<file path="src/rtl/dtg_pkg.sv">
package dtg_pkg;
  localparam int TONES = 2;
  localparam int GAIN_FRAC = 14;
  localparam logic [15:0] FREQ_LIMIT = 16'h8000;
  localparam logic [3:0] SRC_TONE = 4'd0;
  localparam logic [3:0] SRC_EXT = 4'd2;

  typedef struct packed {
    logic [15:0] gain;
    logic [15:0] phase;
    logic [15:0] freq;
  } toneCfg_t;

  typedef struct packed {
    logic syncLoad;
  } ctrlStrobe_t;

  function automatic logic [15:0] clampFreq(logic [15:0] w);
    return (w > FREQ_LIMIT) ? FREQ_LIMIT : w;
  endfunction

  // Rational half-wave sine approximation, amplitude 32767.
  function automatic logic [15:0] sineEntry(int idx, int aw);
    longint n, i, u, v;
    n = longint'(1) << (aw - 1);
    i = longint'(idx) % n;
    u = i * (n - i);
    v = (longint'(32767) * 16 * u) / (5 * n * n - 4 * u);
    if (longint'(idx) >= n) v = -v;
    return 16'(v);
  endfunction
endpackage

</file>
<file path="src/rtl/dtg_ctrl.sv">
module dtg_ctrl
  import dtg_pkg::*;
#(
  parameter int NCH = 2,
  parameter int ADDR_W = 12,
  parameter int DDS_EN = 1
) (
  input  logic clk,
  input  logic rstN,
  input  logic wrEn,
  input  logic [ADDR_W-1:0] wrAddr,
  input  logic [31:0] wrData,
  input  logic [ADDR_W-1:0] rdAddr,
  output logic [31:0] rdData,
  output ctrlStrobe_t strobe,
  output toneCfg_t [NCH-1:0][TONES-1:0] staged,
  output logic [NCH-1:0][3:0] srcSel
);
  localparam logic [ADDR_W-1:0] SYNC_ADDR = ADDR_W'(12'h044);
  localparam logic [ADDR_W-1:0] CFG_ADDR = ADDR_W'(12'h00C);
  localparam logic [ADDR_W-11:0] CH_SPACE = (ADDR_W-10)'(1);

  logic wrHit, rdHit;
  logic [31:0] rdNext;

  assign wrHit = wrEn && (wrAddr[ADDR_W-1:10] == CH_SPACE);
  assign rdHit = (rdAddr[ADDR_W-1:10] == CH_SPACE);
  assign strobe.syncLoad = wrEn && (wrAddr == SYNC_ADDR) && wrData[0];

  always_ff @(posedge clk) begin
    if (!rstN) begin
      staged <= '0;
      srcSel <= '0;
    end else if (wrHit) begin
      for (int c = 0; c < NCH; c++) begin
        if (wrAddr[9:6] == 4'(c)) begin
          case (wrAddr[5:0])
            6'h00: staged[c][0].gain <= wrData[15:0];
            6'h04: begin
              staged[c][0].freq  <= clampFreq(wrData[15:0]);
              staged[c][0].phase <= wrData[31:16];
            end
            6'h08: staged[c][1].gain <= wrData[15:0];
            6'h0C: begin
              staged[c][1].freq  <= clampFreq(wrData[15:0]);
              staged[c][1].phase <= wrData[31:16];
            end
            6'h18: srcSel[c] <= wrData[3:0];
            default: ;
          endcase
        end
      end
    end
  end

  always_comb begin
    rdNext = '0;
    if (rdAddr == CFG_ADDR) begin
      rdNext[0] = (DDS_EN == 0);
    end else if (rdHit) begin
      for (int c = 0; c < NCH; c++) begin
        if (rdAddr[9:6] == 4'(c)) begin
          case (rdAddr[5:0])
            6'h00: rdNext = {16'h0, staged[c][0].gain};
            6'h04: rdNext = {staged[c][0].phase, staged[c][0].freq};
            6'h08: rdNext = {16'h0, staged[c][1].gain};
            6'h0C: rdNext = {staged[c][1].phase, staged[c][1].freq};
            6'h18: rdNext = {28'h0, srcSel[c]};
            default: ;
          endcase
        end
      end
    end
  end

  always_ff @(posedge clk) begin
    if (!rstN) rdData <= '0;
    else       rdData <= rdNext;
  end
endmodule

</file>
<file path="src/rtl/dtg_datapath.sv">
module dtg_datapath
  import dtg_pkg::*;
#(
  parameter int NCH = 2,
  parameter int LUT_AW = 6,
  parameter int SMP_W = 16,
  parameter int DDS_EN = 1
) (
  input  logic clk,
  input  logic rstN,
  input  ctrlStrobe_t strobe,
  input  toneCfg_t [NCH-1:0][TONES-1:0] staged,
  input  logic [NCH-1:0][3:0] srcSel,
  input  logic [NCH*SMP_W-1:0] extSample,
  output logic [NCH*SMP_W-1:0] dacOut
);
  localparam int LUT_N = 1 << LUT_AW;
  localparam int SUM_W = 20;
  localparam logic signed [SUM_W-1:0] SAT_HI = SUM_W'((1 << (SMP_W - 1)) - 1);
  localparam logic signed [SUM_W-1:0] SAT_LO = -SAT_HI - SUM_W'(1);

  logic signed [15:0] sineLut [LUT_N];
  logic [NCH-1:0][TONES-1:0][15:0] acc;
  logic [NCH-1:0][TONES-1:0][15:0] actGain;
  logic [NCH-1:0][TONES-1:0][15:0] actFreq;

  for (genvar i = 0; i < LUT_N; i++) begin : g_lut
    assign sineLut[i] = sineEntry(i, LUT_AW);
  end

  always_ff @(posedge clk) begin
    if (!rstN) begin
      acc     <= '0;
      actGain <= '0;
      actFreq <= '0;
    end else begin
      for (int c = 0; c < NCH; c++) begin
        for (int t = 0; t < TONES; t++) begin
          if (strobe.syncLoad) begin
            actGain[c][t] <= staged[c][t].gain;
            actFreq[c][t] <= staged[c][t].freq;
            acc[c][t]     <= staged[c][t].phase;
          end else begin
            acc[c][t] <= acc[c][t] + actFreq[c][t];
          end
        end
      end
    end
  end

  for (genvar c = 0; c < NCH; c++) begin : g_ch
    logic signed [SUM_W-1:0] toneVal [TONES];
    logic signed [SUM_W-1:0] sumVal;
    logic [SMP_W-1:0] satVal, nextOut, outQ;

    for (genvar t = 0; t < TONES; t++) begin : g_tone
      logic signed [15:0] sineVal;
      logic signed [32:0] prod, scaled;
      assign sineVal = sineLut[acc[c][t][15 -: LUT_AW]];
      assign prod = sineVal * $signed({1'b0, actGain[c][t][14:0]});
      assign scaled = prod >>> GAIN_FRAC;
      assign toneVal[t] = actGain[c][t][15] ? -SUM_W'(scaled) : SUM_W'(scaled);
    end

    if (DDS_EN != 0) begin : g_dds
      assign sumVal = toneVal[0] + toneVal[1];
    end else begin : g_nodds
      assign sumVal = '0;
    end

    always_comb begin
      if (sumVal > SAT_HI)      satVal = SMP_W'(SAT_HI);
      else if (sumVal < SAT_LO) satVal = SMP_W'(SAT_LO);
      else                      satVal = SMP_W'(sumVal);
      case (srcSel[c])
        SRC_TONE: nextOut = satVal;
        SRC_EXT:  nextOut = extSample[c*SMP_W +: SMP_W];
        default:  nextOut = '0;
      endcase
    end

    always_ff @(posedge clk) begin
      if (!rstN) outQ <= '0;
      else       outQ <= nextOut;
    end

    assign dacOut[c*SMP_W +: SMP_W] = outQ;
  end
endmodule

</file>
<file path="src/rtl/dual_tone_dds.sv">
module dual_tone_dds
  import dtg_pkg::*;
#(
  parameter int NCH = 2,
  parameter int ADDR_W = 12,
  parameter int LUT_AW = 6,
  parameter int SMP_W = 16,
  parameter int DDS_EN = 1
) (
  input  logic clk,
  input  logic rstN,
  input  logic wrEn,
  input  logic [ADDR_W-1:0] wrAddr,
  input  logic [31:0] wrData,
  input  logic [ADDR_W-1:0] rdAddr,
  output logic [31:0] rdData,
  input  logic [NCH*SMP_W-1:0] extSample,
  output logic [NCH*SMP_W-1:0] dacOut
);
  ctrlStrobe_t strobe;
  toneCfg_t [NCH-1:0][TONES-1:0] staged;
  logic [NCH-1:0][3:0] srcSel;

  dtg_ctrl #(.NCH(NCH), .ADDR_W(ADDR_W), .DDS_EN(DDS_EN)) u_ctrl (
    .clk(clk), .rstN(rstN), .wrEn(wrEn), .wrAddr(wrAddr), .wrData(wrData),
    .rdAddr(rdAddr), .rdData(rdData), .strobe(strobe), .staged(staged),
    .srcSel(srcSel)
  );

  dtg_datapath #(.NCH(NCH), .LUT_AW(LUT_AW), .SMP_W(SMP_W), .DDS_EN(DDS_EN)) u_dp (
    .clk(clk), .rstN(rstN), .strobe(strobe), .staged(staged), .srcSel(srcSel),
    .extSample(extSample), .dacOut(dacOut)
  );
endmodule

</file>
<file path="config.mk">
export PLATFORM = sky130hd
export DESIGN_NAME = dual_tone_dds
export DESIGN_NICKNAME = d
export VERILOG_FILES = /design/src/rtl/dtg_pkg.sv /design/src/rtl/dtg_ctrl.sv /design/src/rtl/dtg_datapath.sv /design/src/rtl/dual_tone_dds.sv
export SDC_FILE = /design/constraint.sdc
export NUM_CORES = 2
export LEC_CHECK = 0
export ABC_AREA = 1
export CORE_MARGIN = 2
export CORE_UTILIZATION = 62
export DETAILED_ROUTE_END_ITERATION = 7
export DONT_BUFFER_PORTS = 1
export MAX_ROUTING_LAYER = met4
export PLACE_DENSITY = 0.85
export SLEW_MARGIN = 0
export SYNTH_ARGS = -nofsm -noshare
export SYNTH_HDL_FRONTEND = slang
export SYNTH_SLANG_ARGS = --single-unit
</file>
<file path="constraint.sdc">
create_clock -name clk -period 11.55 [get_ports clk]
set_clock_uncertainty 0.1 [all_clocks]
set_input_delay 2.31 -clock clk [delete_from_list [all_inputs] [get_ports clk]]
set_output_delay 2.31 -clock clk [all_outputs]
set_load 0.02 [all_outputs]
</file>
==> results.json <==
{
  "critical_path_peak_fanout": 13,
  "synth_largest_area_cell": "sky130_fd_sc_hd__fa_1",
  "drt-total-wl_um": 212000,
  "start_util_pct": 62.5,
  "synth_top_family_by_area": "adder cells",
  "critical_path.max_stage_delay_ps": 510,
  "nFillCells": 8872,
  "timing.critical_path.buf_inv": 11,
  "max-clock-path-buffers": 3,
  "final_common_cell": "sky130_fd_sc_hd__inv_1",
  "outcome": "complete, but fails checks",
  "clk_root_buffer_cell": "sky130_fd_sc_hd__clkbuf_16",
  "placed_cells_incl_taps": 9771,
  "grt_pass1_vias": 60851,
  "vias_per_cell": 5.98,
  "drt_pass1_iterations": 8,
  "layout-drive-gt1-share_pct": 5.19,
  "synth_top_flop_cell": "sky130_fd_sc_hd__dfxtp_1",
  "cell_type_group_with_the_largest_total_delay_on_the_critical_path": "adder cells",
  "ant_nets": 0,
  "setup_viol": 0,
  "grt_pass1_wl_um": 334000,
  "period_utilization_post_route_pct": 94.0,
  "cpMaxStageDelayCell": "sky130_fd_sc_hd__fa_1",
  "count_of_unique_library_cells_instantiated_by_yosys": 65,
  "ys_warn_count": 0,
  "synth_enable_flop_cells": 0,
  "synth.top_cell.area_share_pct": 30.6,
  "synth_fp_nets": 10086,
  "pwr_density_cell_nw_per_um2": 49.7,
  "place.gp.congestion": 1.04,
  "post-dp-hpwl_um": 170000,
  "pin_count": 155,
  "synth-adder-area-share_pct": 39.3,
  "synthesis.area_per_instance_um2": 7.54,
  "pin_count_of_the_biggest_net_entering_global_routing": 395,
  "worstMarginPinSlew_ps": 1090,
  "fp.dieH_um": 327,
  "worstPathRequired_ps": 12060,
  "placement_rows": 118,
  "ys_async_sr_fraction_pct": 0,
  "synth_simple_gate_area_share_pct": 20.0,
  "syn-cell-area_um2": 64500,
  "die_area_um2": 107000,
  "crit_top_cell": "sky130_fd_sc_hd__nand2_1",
  "detail_route.wl_per_cell_um": 21.4,
  "die_w_um": 327,
  "commonest_non_fill_non_tap_cells_in_the_layout": "1507 x sky130_fd_sc_hd__inv_1, 1455 x sky130_fd_sc_hd__nand2_1, 1177 x sky130_fd_sc_hd__nor2_1",
  "layout_min_cycle_time_ps": 10850,
  "critPathKind": "reg2reg",
  "synth.yosys.seq_area_share_pct": 14.1,
  "max_vdd_drop_v": 0.000125,
  "floorplan.core_area_um2": 103000,
  "cts.sink_count": 456,
  "fmax_mhz": 92.1,
  "synthXorXnorAreaFrac_pct": 2.84,
  "worstSetupEndpointType": "flip-flop",
  "cp-start-kind": "flip-flop",
  "flow.area_growth_from_synthesis_pct": 5.51,
  "synth_compound_gate_area_share_pct": 12.7,
  "clock_latency_ps": 670,
  "grt.total_usage_pct": 41.0,
  "cts_tree": "yes",
  "violations": "DRC",
  "relSlewSlack_pct": 27.3,
  "worst_ep_arrival_time_ps": 11360,
  "vias": 59048,
  "final_net_count": 9978,
  "tritoncts.num_buffers": 51,
  "slew_viol_final": 0,
  "drt_iter0_markers": 6674,
  "clock_tree.htree_level_count": 2,
  "yosys-top-cells-area": "sky130_fd_sc_hd__fa_1 31%, sky130_fd_sc_hd__dfxtp_1 14%, sky130_fd_sc_hd__inv_1 8.8%",
  "timing.setup.tns_ps": 0,
  "total_leakage_power_nw": 34.6,
  "hp-class": "reg2reg",
  "post_synth_mux_area_share_pct": 0,
  "synth.ff_latch_count": 456,
  "remaining_drc_errors": 4,
  "number_of_hold_violations_in_the_final_report": 0,
  "clkSlewWorstSetupHoldPaths_ps": 60,
  "port_buffers": 0,
  "grt_remaining_overflow": 0,
  "synthCells": 8559,
  "instances_no_fill": 9882,
  "max_cap_viol_count": 0,
  "antenna_violations_before_repair": 10
}
[stage by stage]
| step | total power [mW] | worst slack [ps] | hold slack, ps | utilization (%) | area, um2 |
|---|---|---|---|---|---|
| floorplan | 1.65 | 1920 | 350 | - | 64500 |
| global placement | 1.66 | 161 | 374 | 64.0 | 66100 |
| detailed placement | 1.66 | 113 | 386 | 64.0 | 66100 |
| CTS | 3.38 | 46.1 | 396 | 65.7 | 67900 |
| global route | 3.44 | -55.7 | 418 | 65.9 | 68100 |
| finish | 3.38 | 695 | 399 | 65.9 | 68100 |
[flip-flops by register name (all words and copies together) (netlist names)]
name,count
u_dp.acc,64
u_ctrl.rdData,32
u_dp.actGain,64
u_dp.actFreq,64
u_dp.g_ch.outQ,32
u_ctrl.srcSel,8
u_ctrl.staged,192
[Yosys cell counts (60+ instances only)]
cell and instances:
sky130_fd_sc_hd__dfxtp_1 456, sky130_fd_sc_hd__ha_1 450, sky130_fd_sc_hd__fa_1 986, sky130_fd_sc_hd__inv_1 1514, sky130_fd_sc_hd__clkbuf_1 246, sky130_fd_sc_hd__o211ai_1 60
sky130_fd_sc_hd__xor2_1 140, sky130_fd_sc_hd__nand2_1 1470, sky130_fd_sc_hd__nand3_1 215, sky130_fd_sc_hd__a21oi_1 563, sky130_fd_sc_hd__xnor2_1 64, sky130_fd_sc_hd__nor2_1 1185
sky130_fd_sc_hd__o21ai_0 550
[layout make-up]
cell class | instances | area [um2] | area share [%]
multi-input combinational | 6241 | 48500 | 71.1
sequential | 456 | 9140 | 13.4
inverter | 1556 | 5880 | 8.64
tap | 1380 | 1730 | 2.54
clock buffer | 65 | 1410 | 2.07
timing repair buffer | 145 | 1090 | 1.60
clock inverter | 26 | 372 | 0.546
antenna | 13 | 32.5 | 0.0478
[kinds of logic (layout without fill, tap and decap cells)]
group / count (synthesis) / in the layout
compound gates: 1457 / 1457
fa+ha+maj: 1436 / 1436
xor+xnor: 207 / 207
buf+inv: 1862 / 1792
simple gates: 3141 / 3141
flops: 456 / 456
other cells: 0 / 13
[final timing paths]
kind | startpoint | to | slack, ps | cells past startpoint
max | u_dp.acc[61] | u_dp.g_ch[1].outQ[6] | 700 | 55
min | u_ctrl.staged[28] | u_ctrl.staged[28] | 400 | 2
max reg2reg | u_dp.acc[61] | u_dp.g_ch[1].outQ[6] | 700 | 55
min reg2reg | u_ctrl.staged[28] | u_ctrl.staged[28] | 400 | 2
[worst register-to-register path: cells and delay by family, from the launching register on]
family / cells / cell delay (ps)
adder cells (fa/ha/maj): 8 / 3480
AND/OR/NAND/NOR: 24 / 2970
AO/OA/AOI/OAI: 10 / 1880
buffers and inverters: 11 / 1570
XOR/XNOR: 2 / 410
flip-flops: 1 / 370
[per-layer routing]
layer	track usage, %	vias up	share of wire, %
met3	6.10	822	9.0
li1	-	26524	-
met5	-	-	0
met4	24.2	0	7.1
met1	50.2	28503	38
met2	64.9	3199	46
[what timing repair did]
item,CTS,global route
setup buffers,0,7
setup endpoints to repair,0,32
endpoints found under the hold margin,0,0
gates resized for setup,0,51
hold buffers,0,0
[power by group]
group	internal, mW	switching [mW]	leakage, nW
Clock	1.01	0.755	0.873
Sequential	1.57	0.000302	3.68
Combinational	0.0104	0.0396	30.1
Total	2.59	0.795	34.6
Power figures use the tool's default switching activity.
